## config.mk

```make
export PLATFORM = sky130hd
export DESIGN_NAME = req_rsp_watchdog
export DESIGN_NICKNAME = d
export VERILOG_FILES = /design/src/rtl/req_rsp_watchdog.sv
export SDC_FILE = /design/constraint.sdc
export NUM_CORES = 1
export LEC_CHECK = 0
export ABC_AREA = 1
export BUFFER_PORTS_ARGS = -buffer_cell sky130_fd_sc_hd__buf_4
export CORE_AREA = 2 2 39 41
export CTS_CLUSTER_DIAMETER = 150
export DETAILED_ROUTE_END_ITERATION = 6
export DIE_AREA = 0 0 41 43
export GPL_TIMING_DRIVEN = 0
export MAX_ROUTING_LAYER = met4
export PLACE_DENSITY = 0.52
export SYNTH_ARGS = -nofsm -noshare
export SYNTH_HDL_FRONTEND = slang
export SYNTH_SLANG_ARGS = --single-unit
```

## constraint.sdc

```tcl
create_clock -name clk -period 3.2 [get_ports clk]
set_clock_uncertainty 0.05 [all_clocks]
set_input_delay 0.16 -clock clk [delete_from_list [all_inputs] [get_ports clk]]
set_output_delay 0.16 -clock clk [all_outputs]
set_load 0.02 [all_outputs]
```

## src/rtl/req_rsp_watchdog.sv

```systemverilog
module req_rsp_watchdog #(
  parameter int WINDOW = 4
) (
  input  logic       clk,
  input  logic       rst,
  input  logic       en,
  input  logic       req,
  input  logic       rsp,
  input  logic [1:0] sev,
  output logic       kick_o,
  output logic       bite_o,
  output logic       err_o,
  output logic       stop_o
);
  localparam int CW = $clog2(WINDOW + 1);
  localparam logic [CW-1:0] LOAD = CW'(WINDOW);
  localparam logic [CW-1:0] LAST = CW'(1);

  logic          req_q;
  logic          armed;
  logic [CW-1:0] cnt;

  logic rise, hit, expire;
  assign rise   = req & ~req_q;
  assign hit    = armed & en & rsp;
  assign expire = armed & en & ~rsp & (cnt == LAST);

  always_ff @(posedge clk) begin
    if (rst) begin
      req_q  <= 1'b0;
      armed  <= 1'b0;
      cnt    <= '0;
      kick_o <= 1'b0;
      bite_o <= 1'b0;
      err_o  <= 1'b0;
      stop_o <= 1'b0;
    end else begin
      req_q  <= req;
      kick_o <= hit;
      bite_o <= expire;
      err_o  <= expire & (sev == 2'b01);
      stop_o <= expire & sev[1];
      if (!en) begin
        armed <= 1'b0;
      end else if (armed) begin
        if (rsp || cnt == LAST) armed <= 1'b0;
        else cnt <= cnt - LAST;
      end else if (rise) begin
        armed <= 1'b1;
        cnt   <= LOAD;
      end
    end
  end


  reset_idle_chk: assert property (@(posedge clk)
    rst |=> !kick_o && !bite_o && !err_o && !stop_o);


  one_outcome_chk: assert property (@(posedge clk) disable iff (rst)
    !(kick_o && bite_o));


  bite_needs_arm_chk: assert property (@(posedge clk) disable iff (rst)
    (kick_o || bite_o) |-> $past(armed));


  sev_excl_chk: assert property (@(posedge clk) disable iff (rst)
    (err_o || stop_o) |-> (bite_o && !(err_o && stop_o)));


  disabled_quiet_chk: assert property (@(posedge clk) disable iff (rst)
    !en |=> !kick_o && !bite_o);


  pulse_width_chk: assert property (@(posedge clk) disable iff (rst)
    (kick_o || bite_o) |=> !kick_o && !bite_o);
endmodule

```

==> flow_summary.json <==
{
  "status": "finished clean",
  "synthAdderAreaFrac_pct": 6.73,
  "fmax_mhz": 865,
  "finalSetupViolations": 0,
  "critPathMaxFanout": 3,
  "clock_path_buffers": 2,
  "avgSynthCellArea_um2": 7.74,
  "critical_path.max_stage_delay_ns": 0.32,
  "worstPathArrival_ns": 1.26,
  "final-seq-area_um2": 180,
  "min_path_type": "input port to register",
  "tns_ns": 0,
  "finalWeightedCongestion": 0.718,
  "first_pass_iters": 4,
  "ys.warnings.count": 0,
  "critical_path_required_ns": 3.31,
  "initial_core_util_pct": 26.9,
  "io_pins": 11,
  "core_um2": 1380,
  "slew_violations": 0,
  "multi_input_area_um2": 158,
  "antenna_left": 0,
  "min_period_ns": 1.16,
  "layout_common_cells": "10 x buf_4, 9 x nor2_1, 9 x dfxtp_1, 8 x inv_1, 8 x nand2_1",
  "via_count": 313,
  "ys_ff_latch": 9,
  "overflow": 0,
  "die_h_um": 43,
  "die_x_um": 41,
  "hold_ws_ns": 0.0404,
  "yosysUniqueCellTypes": 15,
  "syn-num-nets": 57,
  "power_density_nw_per_um2": 448,
  "p_leak_nw": 0.236,
  "drv_cap": 0,
  "place_ws_ns": 2.04,
  "clock-sinks": 9,
  "worstMarginPinSlew_ns": 0.151,
  "synthCells": 48,
  "seq_area_frac_synth_pct": 48.5,
  "numCtsBuffers": 3,
  "critPathTopFamily": "simple AND/OR/NAND/NOR gates",
  "ir_drop_uv": 209,
  "rsz0062_at_grt": "false",
  "nets": 72,
  "timing.slew.headroom_pct": 89.8,
  "grt_pass1_vias": 248,
  "layout_commonest_cell": "buf_4",
  "clk_latency_ns": 0.26,
  "place_inst": 74,
  "synthXorXnorAreaFrac_pct": 2.36,
  "grt_pass1_wl_um": 1000,
  "end_kind": "register",
  "ctsRootBufferMaster": "clkbuf_4",
  "antenna_cells": 0,
  "die-area_um2": 1760,
  "finalCritPeriodShare_pct": 36.1,
  "cts_tree": "built",
  "cts_setup_buffers": 0,
  "crit_buf_inv": 1,
  "wirelength_um": 629,
  "crit_path_start_kind": "register",
  "post_drt_wl_per_cell_um": 8.06,
  "synth_top_family_by_area": "simple AND/OR/NAND/NOR gates",
  "crit_chain": "inv_1, ha_1, nand2_2, nand2_1, nand2_2, nand2_1, nor2_1, nor2_1",
  "cp_slowest_cell": "dfxtp_1",
  "fin_cells": 78,
  "synthMuxAreaShare_pct": 0,
  "drc": 0,
  "cts_hold_buf": 0,
  "place_hpwl_um": 504,
  "synth_compound_area_share_pct": 5.05,
  "htreeDepth": 1,
  "drive_gt1_share_pct": 27.4,
  "rows": 14,
  "crit_type": "register to register",
  "numPortBuffers": 10,
  "grt_max_degree": 6,
  "clkTransAtPathRegs_ns": 0.06,
  "area_growth_pct": 32.7,
  "antenna_found_initial": 0,
  "viasPerCell": 4.01,
  "track_usage_pct": 9.69,
  "hold_violations": 0,
  "postCtsResizedCells": 0,
  "r2r_slack_ns": 2.04,
  "layout_setup_ws_ns": 2.04,
  "fillers": 156,
  "synth_area_um2": 372,
  "drt_iter0_markers": 3,
  "synthSimpleGateAreaFrac_pct": 28.3
}
[through the flow]
step	area, um2	utilization (%)	total power [mW]
after global placement	467	33.7	0.138
final	493	35.6	0.221
after global routing	493	35.6	0.240
after detailed placement	467	33.7	0.139
after floorplan	372	-	0.129
after CTS	493	35.6	0.227
[worst register-to-register path: cells and delay by family, from the launching register on]
family / cells / cell delay (ns)
simple gates: 6 / 0.45
flops: 1 / 0.32
fa+ha+maj: 1 / 0.18
buf+inv: 1 / 0.06
[layout make-up]
cell class | instances | area share [%]
flip-flops and latches | 9 | 36.5
multi-input cells | 30 | 32.0
repair buffers | 10 | 15.2
inverters | 9 | 6.85
clock buffers | 4 | 5.33
well taps | 16 | 4.06
[state kept, by name, summed over array words and instances (netlist names)]
register	count
err_o	1
bite_o	1
cnt	3
kick_o	1
stop_o	1
armed	1
req_q	1
[final timing paths]
path,cells after the start,end,start
worst max-delay path,8,cnt[0],cnt[1]
worst min-delay path,2,cnt[1],rst
worst max register to register,8,cnt[0],cnt[1]
worst min register to register,2,cnt[1],cnt[1]
[Yosys cell counts]
cell | count | area (um2)
inv_1 | 8 | 30.0
a21oi_2 | 1 | 8.76
nand3b_1 | 1 | 7.51
nor2_1 | 9 | 33.8
a21oi_1 | 1 | 5.00
dfxtp_1 | 9 | 180
nor3_1 | 2 | 10.0
ha_1 | 2 | 25.0
nand3_1 | 1 | 5.00
nand2_2 | 2 | 12.5
o21ai_0 | 1 | 5.00
xor2_1 | 1 | 8.76
inv_2 | 1 | 3.75
nand4_1 | 1 | 6.26
nand2_1 | 8 | 30.0
[cells by family after synthesis]
logic type | count (synthesis)
adders and majority gates | 2
buffers and inverters | 9
xor gates and xnor gates | 1
AOI/OAI and AO/OA | 3
and+or+nand+nor | 24
DFF | 9
[power breakdown]
group / switching (mW) / internal [mW]
Sequential: 0.00169 / 0.115
Combinational: 0.00987 / 0.00950
Clock: 0.0372 / 0.0479
[per-layer routing]
| layer | share of wire (%) | global-route usage (%) | vias up |
|---|---|---|---|
| li1 | - | - | 173 |
| met1 | 43 | 9.71 | 128 |
| met2 | 44 | 11.6 | 10 |
| met3 | 11 | 9.42 | 2 |
| met4 | 1.3 | 6.00 | 0 |
| met5 | 0 | - | - |
(Power assumes the default switching activity.)
